**config.mk**
```make
export PLATFORM = sky130hd
export DESIGN_NAME = rxq_guard
export DESIGN_NICKNAME = d
export VERILOG_FILES = /design/src/rtl/rxq_pkg.sv /design/src/rtl/rxq_store.sv /design/src/rtl/rxq_hold.sv /design/src/rtl/rxq_wdog.sv /design/src/rtl/rxq_guard.sv
export SDC_FILE = /design/constraint.sdc
export NUM_CORES = 1
export LEC_CHECK = 0
export ABC_CLOCK_PERIOD_IN_PS = 3900
export BUFFER_PORTS_ARGS = -buffer_cell sky130_fd_sc_hd__buf_2
export CAP_MARGIN = 40
export CORE_MARGIN = 1
export CORE_UTILIZATION = 61
export DETAILED_ROUTE_END_ITERATION = 8
export GPL_ROUTABILITY_DRIVEN = 0
export PLACE_DENSITY = 0.79
export SLEW_MARGIN = 20
export SYNTH_ARGS = -nofsm -noshare
export SYNTH_HDL_FRONTEND = slang
export SYNTH_SLANG_ARGS = --single-unit
```
**constraint.sdc**
```tcl
create_clock -name clk -period 3.9 [get_ports clk]
set_input_delay 0.39 -clock clk [delete_from_list [all_inputs] [get_ports clk]]
set_output_delay 0.39 -clock clk [all_outputs]
set_load 0.005 [all_outputs]
```
**src/rtl/rxq_pkg.sv**
```systemverilog
package rxq_pkg;
    localparam int CHAR_W = 8;

    typedef struct packed {
        logic              brk;
        logic              frm;
        logic              par;
        logic [CHAR_W-1:0] data;
    } rxq_char_t;

    typedef enum logic {
        H_EMPTY = 1'b0,
        H_WAIT  = 1'b1
    } hold_st_e;

    typedef enum logic [1:0] {
        W_IDLE  = 2'd0,
        W_COUNT = 2'd1,
        W_FIRED = 2'd2
    } wd_st_e;
endpackage

```
**src/rtl/rxq_store.sv**
```systemverilog
module rxq_store
    import rxq_pkg::*;
#(
    parameter int DEPTH = 16,
    localparam int PTR_W = $clog2(DEPTH),
    localparam int CNT_W = $clog2(DEPTH + 1)
) (
    input  logic             clk,
    input  logic             rst_n,
    input  logic             push,
    input  rxq_char_t        push_char,
    input  logic             pop,
    output rxq_char_t        head_char,
    output logic [CNT_W-1:0] level
);
    rxq_char_t        mem [DEPTH];
    logic [PTR_W-1:0] wptr;
    logic [PTR_W-1:0] rptr;

    always_ff @(posedge clk) begin
        if (push) begin
            mem[wptr] <= push_char;
        end
    end

    always_ff @(posedge clk or negedge rst_n) begin
        if (!rst_n) begin
            wptr  <= '0;
            rptr  <= '0;
            level <= '0;
        end else begin
            if (push) wptr <= wptr + 1'b1;
            if (pop)  rptr <= rptr + 1'b1;
            unique case ({push, pop})
                2'b10:   level <= level + 1'b1;
                2'b01:   level <= level - 1'b1;
                default: level <= level;
            endcase
        end
    end

    assign head_char = mem[rptr];


    no_overflow_chk: assert property (@(posedge clk) disable iff (!rst_n)
        level <= CNT_W'(DEPTH));


    pushpop_level_chk: assert property (@(posedge clk) disable iff (!rst_n)
        (push && pop) |=> (level == $past(level)));
endmodule

```
**src/rtl/rxq_hold.sv**
```systemverilog
module rxq_hold
    import rxq_pkg::*;
(
    input  logic      clk,
    input  logic      rst_n,
    input  logic      chr_vld,
    input  rxq_char_t chr_in,
    input  logic      full,
    input  logic      pop,
    input  logic      err_clr,
    output logic      push,
    output rxq_char_t push_char,
    output logic      ovr
);
    hold_st_e  st_q, st_d;
    rxq_char_t slot_q;
    logic      load_slot;
    logic      ovr_set;
    logic      room;

    assign room = !full || pop;

    always_ff @(posedge clk or negedge rst_n) begin
        if (!rst_n) begin
            st_q   <= H_EMPTY;
            slot_q <= '0;
            ovr    <= 1'b0;
        end else begin
            st_q <= st_d;
            if (load_slot) slot_q <= chr_in;
            if (ovr_set)      ovr <= 1'b1;
            else if (err_clr) ovr <= 1'b0;
        end
    end

    always_comb begin
        st_d      = st_q;
        push      = 1'b0;
        push_char = chr_in;
        load_slot = 1'b0;
        ovr_set   = 1'b0;
        unique case (st_q)
            H_EMPTY: begin
                if (chr_vld) begin
                    if (room) begin
                        push = 1'b1;
                    end else begin
                        load_slot = 1'b1;
                        st_d      = H_WAIT;
                    end
                end
            end
            H_WAIT: begin
                if (room) begin
                    push      = 1'b1;
                    push_char = slot_q;
                    if (chr_vld) load_slot = 1'b1;
                    else         st_d      = H_EMPTY;
                end else if (chr_vld) begin
                    load_slot = 1'b1;
                    ovr_set   = 1'b1;
                end
            end
            default: st_d = H_EMPTY;
        endcase
    end


    ovr_needs_full_chk: assert property (@(posedge clk) disable iff (!rst_n)
        (ovr && !$past(ovr)) |-> $past(full));
endmodule

```
**src/rtl/rxq_wdog.sv**
```systemverilog
module rxq_wdog
    import rxq_pkg::*;
#(
    parameter int LIMIT = 64,
    localparam int TC_W = $clog2(LIMIT)
) (
    input  logic clk,
    input  logic rst_n,
    input  logic tick,
    input  logic restart,
    input  logic nonempty,
    output logic fired
);
    wd_st_e          st_q, st_d;
    logic [TC_W-1:0] cnt_q, cnt_d;

    always_ff @(posedge clk or negedge rst_n) begin
        if (!rst_n) begin
            st_q  <= W_IDLE;
            cnt_q <= '0;
        end else begin
            st_q  <= st_d;
            cnt_q <= cnt_d;
        end
    end

    always_comb begin
        st_d  = st_q;
        cnt_d = cnt_q;
        if (restart) begin
            st_d  = W_COUNT;
            cnt_d = '0;
        end else begin
            unique case (st_q)
                W_IDLE: begin
                    cnt_d = '0;
                end
                W_COUNT: begin
                    if (!nonempty) begin
                        st_d = W_IDLE;
                    end else if (tick) begin
                        if (cnt_q == TC_W'(LIMIT - 1)) st_d = W_FIRED;
                        else cnt_d = cnt_q + 1'b1;
                    end
                end
                W_FIRED: begin
                    if (!nonempty) st_d = W_IDLE;
                end
                default: st_d = W_IDLE;
            endcase
        end
    end

    always_comb begin
        fired = (st_q == W_FIRED);
    end


    stale_nonempty_chk: assert property (@(posedge clk) disable iff (!rst_n)
        fired |-> nonempty);
endmodule

```
**src/rtl/rxq_guard.sv**
```systemverilog
module rxq_guard
    import rxq_pkg::*;
#(
    parameter int DEPTH    = 16,
    parameter int WD_TICKS = 64,
    localparam int CNT_W   = $clog2(DEPTH + 1)
) (
    input  logic             clk,
    input  logic             rst_n,
    input  logic             chr_vld,
    input  logic [7:0]       chr_data,
    input  logic             chr_brk,
    input  logic             chr_frm,
    input  logic             chr_par,
    input  logic             rd_en,
    input  logic             tick,
    input  logic [1:0]       lvl_sel,
    input  logic             rts_auto_en,
    input  logic             err_clr,
    output logic [7:0]       rd_data,
    output logic             rd_brk,
    output logic             rd_frm,
    output logic             rd_par,
    output logic [CNT_W-1:0] fill,
    output logic             rx_irq,
    output logic             stale,
    output logic             overrun,
    output logic             rts_on
);
    localparam logic [CNT_W-1:0] THR_ONE  = CNT_W'(1);
    localparam logic [CNT_W-1:0] THR_HALF = CNT_W'(DEPTH / 2);
    localparam logic [CNT_W-1:0] THR_3Q   = CNT_W'((3 * DEPTH) / 4);
    localparam logic [CNT_W-1:0] THR_FULL = CNT_W'(DEPTH);

    rxq_char_t        in_char, push_char, head_char;
    logic             push, pop, full;
    logic [CNT_W-1:0] level, thr;

    assign in_char = '{brk: chr_brk, frm: chr_frm, par: chr_par, data: chr_data};
    assign full    = (level == THR_FULL);
    assign pop     = rd_en && (level != '0);

    rxq_hold u_hold (
        .clk       (clk),
        .rst_n     (rst_n),
        .chr_vld   (chr_vld),
        .chr_in    (in_char),
        .full      (full),
        .pop       (pop),
        .err_clr   (err_clr),
        .push      (push),
        .push_char (push_char),
        .ovr       (overrun)
    );

    rxq_store #(.DEPTH(DEPTH)) u_store (
        .clk       (clk),
        .rst_n     (rst_n),
        .push      (push),
        .push_char (push_char),
        .pop       (pop),
        .head_char (head_char),
        .level     (level)
    );

    rxq_wdog #(.LIMIT(WD_TICKS)) u_wdog (
        .clk      (clk),
        .rst_n    (rst_n),
        .tick     (tick),
        .restart  (push || pop),
        .nonempty (level != '0),
        .fired    (stale)
    );

    always_comb begin
        unique case (lvl_sel)
            2'b00:   thr = THR_ONE;
            2'b01:   thr = THR_HALF;
            2'b10:   thr = THR_3Q;
            default: thr = THR_FULL;
        endcase
    end

    assign fill    = level;
    assign rx_irq  = (level >= thr);
    assign rts_on  = !(rts_auto_en && full);
    assign rd_data = head_char.data;
    assign rd_brk  = head_char.brk;
    assign rd_frm  = head_char.frm;
    assign rd_par  = head_char.par;


    rts_vs_irq_chk: assert property (@(posedge clk) disable iff (!rst_n)
        (rts_auto_en && lvl_sel == 2'b11) |-> (rts_on != rx_irq));
endmodule

```
==> summary.md <==
| Metric | Value |
|---|---|
| Slew @ Worst Pin | `0.885 ns` |
| Register area share after synthesis | `about 70%` |
| Maximum clock insertion buffer count | `3` |
| First-pass GRT wire length | `about 27000 um` |
| DR vias | `around 4500` |
| Hpwl dp | `~10000 um` |
| Post-synthesis mux area share | `between 15 and 20%` |
| Clk pin slew, worst setup/hold paths | `0.06 ns` |
| Final Instance Area | `around 9800 sq um` |
| Critical-path cell list | `buf_4, mux4_2, mux4_2, buf_2` |
| Largest family of logic cells by synthesized area | `multiplexers` |
| EDFF count, synth | `176` |
| Mapped Cells | `456` |
| FF-to-FF setup slack | `0.99 ns` |
| Clk Latency, worst-skew pair | `around 0.5 ns` |
| Chip Height | `roughly 120 um` |
| Cell taking the most area after synthesis | `edfxtp_1` |
| Total die area | `14900 sq um` |
| DP Area | `just over 9000 sq um` |
| CTS tree | `yes` |
| Tot Pwr | `between 6 and 7 mW` |
| Grt ovf | `0` |
| Fin. max-slew vios | `0` |
| Routed wire per std cell | `25.6 um` |
| Initial antenna violation count | `0` |
| Top_reg_cell synth | `edfxtp_1` |
| Final Non-Filler Cells | `703` |
| CP top delay family | `multiplexers` |
| FFs w/ async S/R, synth | `~16%` |
| Synth Warn # | `0` |
| VDD IR max | `about 470 uV` |
| Largest incremental delay on the critical path | `a little under 0.6 ns` |
| Fmax | `~320 MHz` |
| Drt first pass iters | `5` |
| CP arrival | `between 2 and 3 ns` |
| CTS Buf Count | `22` |
| Routed wire length | `roughly 18000 um` |
| Setup violators final | `0` |
| Crit path required time | `3.51 ns` |
| Area fraction of the dominant cell type after synthesis | `60.3%` |
| Top cells by area, synth | `edfxtp_1, mux4_2, dfrtp_1` |
| Most used cell, CP | `mux4_2` |
| Synth unique cells | `between 40 and 50` |
| Clk_skew | `0.0110 ns` |
| Worst hold path depth | `2` |
| Leakage | `3.49 nW` |
| Share of cells above drive strength 1 | `31.9%` |
| Area growth from synthesis to layout | `12.3%` |
| Element type at the critical path end | `primary output` |
| Max Cap Viol | `0` |
| Hold crit path type | `in -> reg` |
| # nets final | `545` |
| Drc violations | `0` |
| Vias in the first global route | `roughly 4600` |
| Final Util | `slightly above 70%` |
| Compound-gate portion of the synthesized area | `2.93%` |
| Hold Crit Start | `chr_data[1]` |
| FP Rows | `43` |
| Mapped Area | `8770 sq um` |
| Die width | `122 um` |
| RSZ-0062 raised after global routing | `no` |
| Clock sink total | `210` |
| Post-route minimum period | `3.10 ns` |
| Final TNS setup | `0 ns` |
| Synth Area in Simple Gates | `4.18%` |
| Final hold violations | `0` |
| R2R cell count | `10` |
| Tcrit/Tclk final | `79.5%` |
| IO Pins | `40` |
| Post-synthesis adder-cell area fraction | `~2.4%` |
| CP bufs+invs | `2` |
| Reg2reg end | `u_store.level[4]` |
| Pwr/cell area | `701 nW/um^2` |
| Maximum number of pins on one net before global-route repair | `between 40 and 50` |
| Crit-path max FO | `28` |
| Worst slew margin | `41.0%` |
| Worst Hold End | `u_hold.slot_q[1]` |
| Status | `completed` |
| Dpl cells | `661` |
| Worst setup SP type | `flop` |
| Routed Antenna Nets | `0` |
| ANT cells | `0` |
| Global Route Usage Sum | `around a quarter` |
| Count of buffers from port buffering | `39` |
| WS Path Type | `reg -> out` |
| Core ar. | `roughly 14000 sq um` |
| CTS root buf | `clkbuf_16` |
| 1st-iter DRT viols | `a little over 500` |
| Avg Vias per Cell | `between 6 and 7` |
| Initial Utilization | `between 60% and 70%` |
| Synth Area in XOR/XNOR | `under 10%` |
| Syn_area_per_cell | `between 15 and 20 sq um` |
| RR Startpoint | `u_store.level[2]` |
| H-tree Lvls | `1` |
| Synthesized Nets | `493` |
| Slowest cell on crit path | `mux4_2` |
| Synth Register Bits | `between 200 and 250` |
worst max path at each step:
stage | end | startpoint | depth (start not counted)
floorplan | u_store.level[4] | u_store.level[2] | 12
global placement | u_store.level[4] | u_store.level[2] | 10
detailed placement | u_store.level[4] | u_store.level[2] | 10
CTS | rd_par | u_store.rptr[0] | 4
global route | rd_frm | u_store.rptr[0] | 4
finish | rd_frm | u_store.rptr[0] | 4
repair_timing:
item	in CTS	in global routing
hold buffers	1	0
resized for setup	0	0
buffers inserted	0	0
endpoints found under the hold margin	3	0
registers in the layout (all words and copies together) (netlist names):
register,flops
u_hold.ovr,1
u_hold.slot_q,11
u_hold.st_q,1
u_store.level,5
u_store.mem,176
u_store.rptr,4
u_store.wptr,4
u_wdog.cnt_q,6
u_wdog.st_q,2
layer usage:
metal  GRT usage, %  routed length (um)
met5              0                   0
met4           9.72                 657
met3           4.31                1250
met2           43.4                9000
met1           33.2                7060
synthesized netlist by cell type, drive strengths merged (2+ instances only):
cell type,instances
edfxtp,176
mux4,55
dfrtp,34
mux2,23
ha,17
nand2,17
and3,16
buf,15
inv,15
xnor2,9
nor2,8
o21ai,7
a31oi,6
clkbuf,6
nor3,6
xor2,4
a21o,3
a21oi,3
nand3,3
nand4,3
nor2b,3
o311ai,3
a211o,2
a22oi,2
a32o,2
nand2b,2
o211ai,2
o31ai,2
or4,2
worst reg2reg max path, cell delays in order (launching register included):
cell and delay, ns:
dfrtp_1 0.51, or4_4 0.63, o21ai_4 0.19, inv_1 0.12
ha_1 0.32, xor2_1 0.21, ha_1 0.20, inv_1 0.07
o31ai_1 0.25, o21ai_0 0.15, xnor2_1 0.14
layout by cell type (no fill, tap or decap), drive strengths merged, types with 9 or more instances in the layout:
cell type,netlist,final
clkbuf,6,30
dfrtp,34,34
inv,15,15
edfxtp,176,176
and3,16,16
nand2,17,17
ha,17,17
xnor2,9,9
buf,15,48
mux2,23,23
mux4,55,55
per-stage QoR:
stage	setup WS [ns]	hold slack, ns
after floorplan	1.15	0.0944
final	0.800	0.153
after CTS	0.739	0.145
after detailed placement	1.04	0.487
after global placement	1.18	0.475
after global routing	0.635	0.148
area by class of cell:
type                       count  area, sq um
fill                         835         4090
inverter                      15         56.3
clock buffer                  30          602
tap                          180          225
sequential                   210         6140
timing repair buffer          49          300
clock inverter                 9         72.6
multi-input combinational    210         2450
power breakdown:
part / internal [mW] / switching, mW / total [mW]
Sequential: 2.80 / 0.278 / 3.07
Clock: 1.15 / 0.803 / 1.95
Combinational: 0.994 / 0.882 / 1.88
cells by family (layout without fill, tap and decap cells):
group	Yosys count	after routing
flip-flops	210	210
XOR/XNOR	13	13
AND/OR/NAND/NOR	67	67
AO/OA/AOI/OAI	35	35
multiplexers	78	78
adder cells (fa/ha/maj)	17	17
buffers and inverters	36	103
Note: power is estimated with default switching activity, not from simulation.
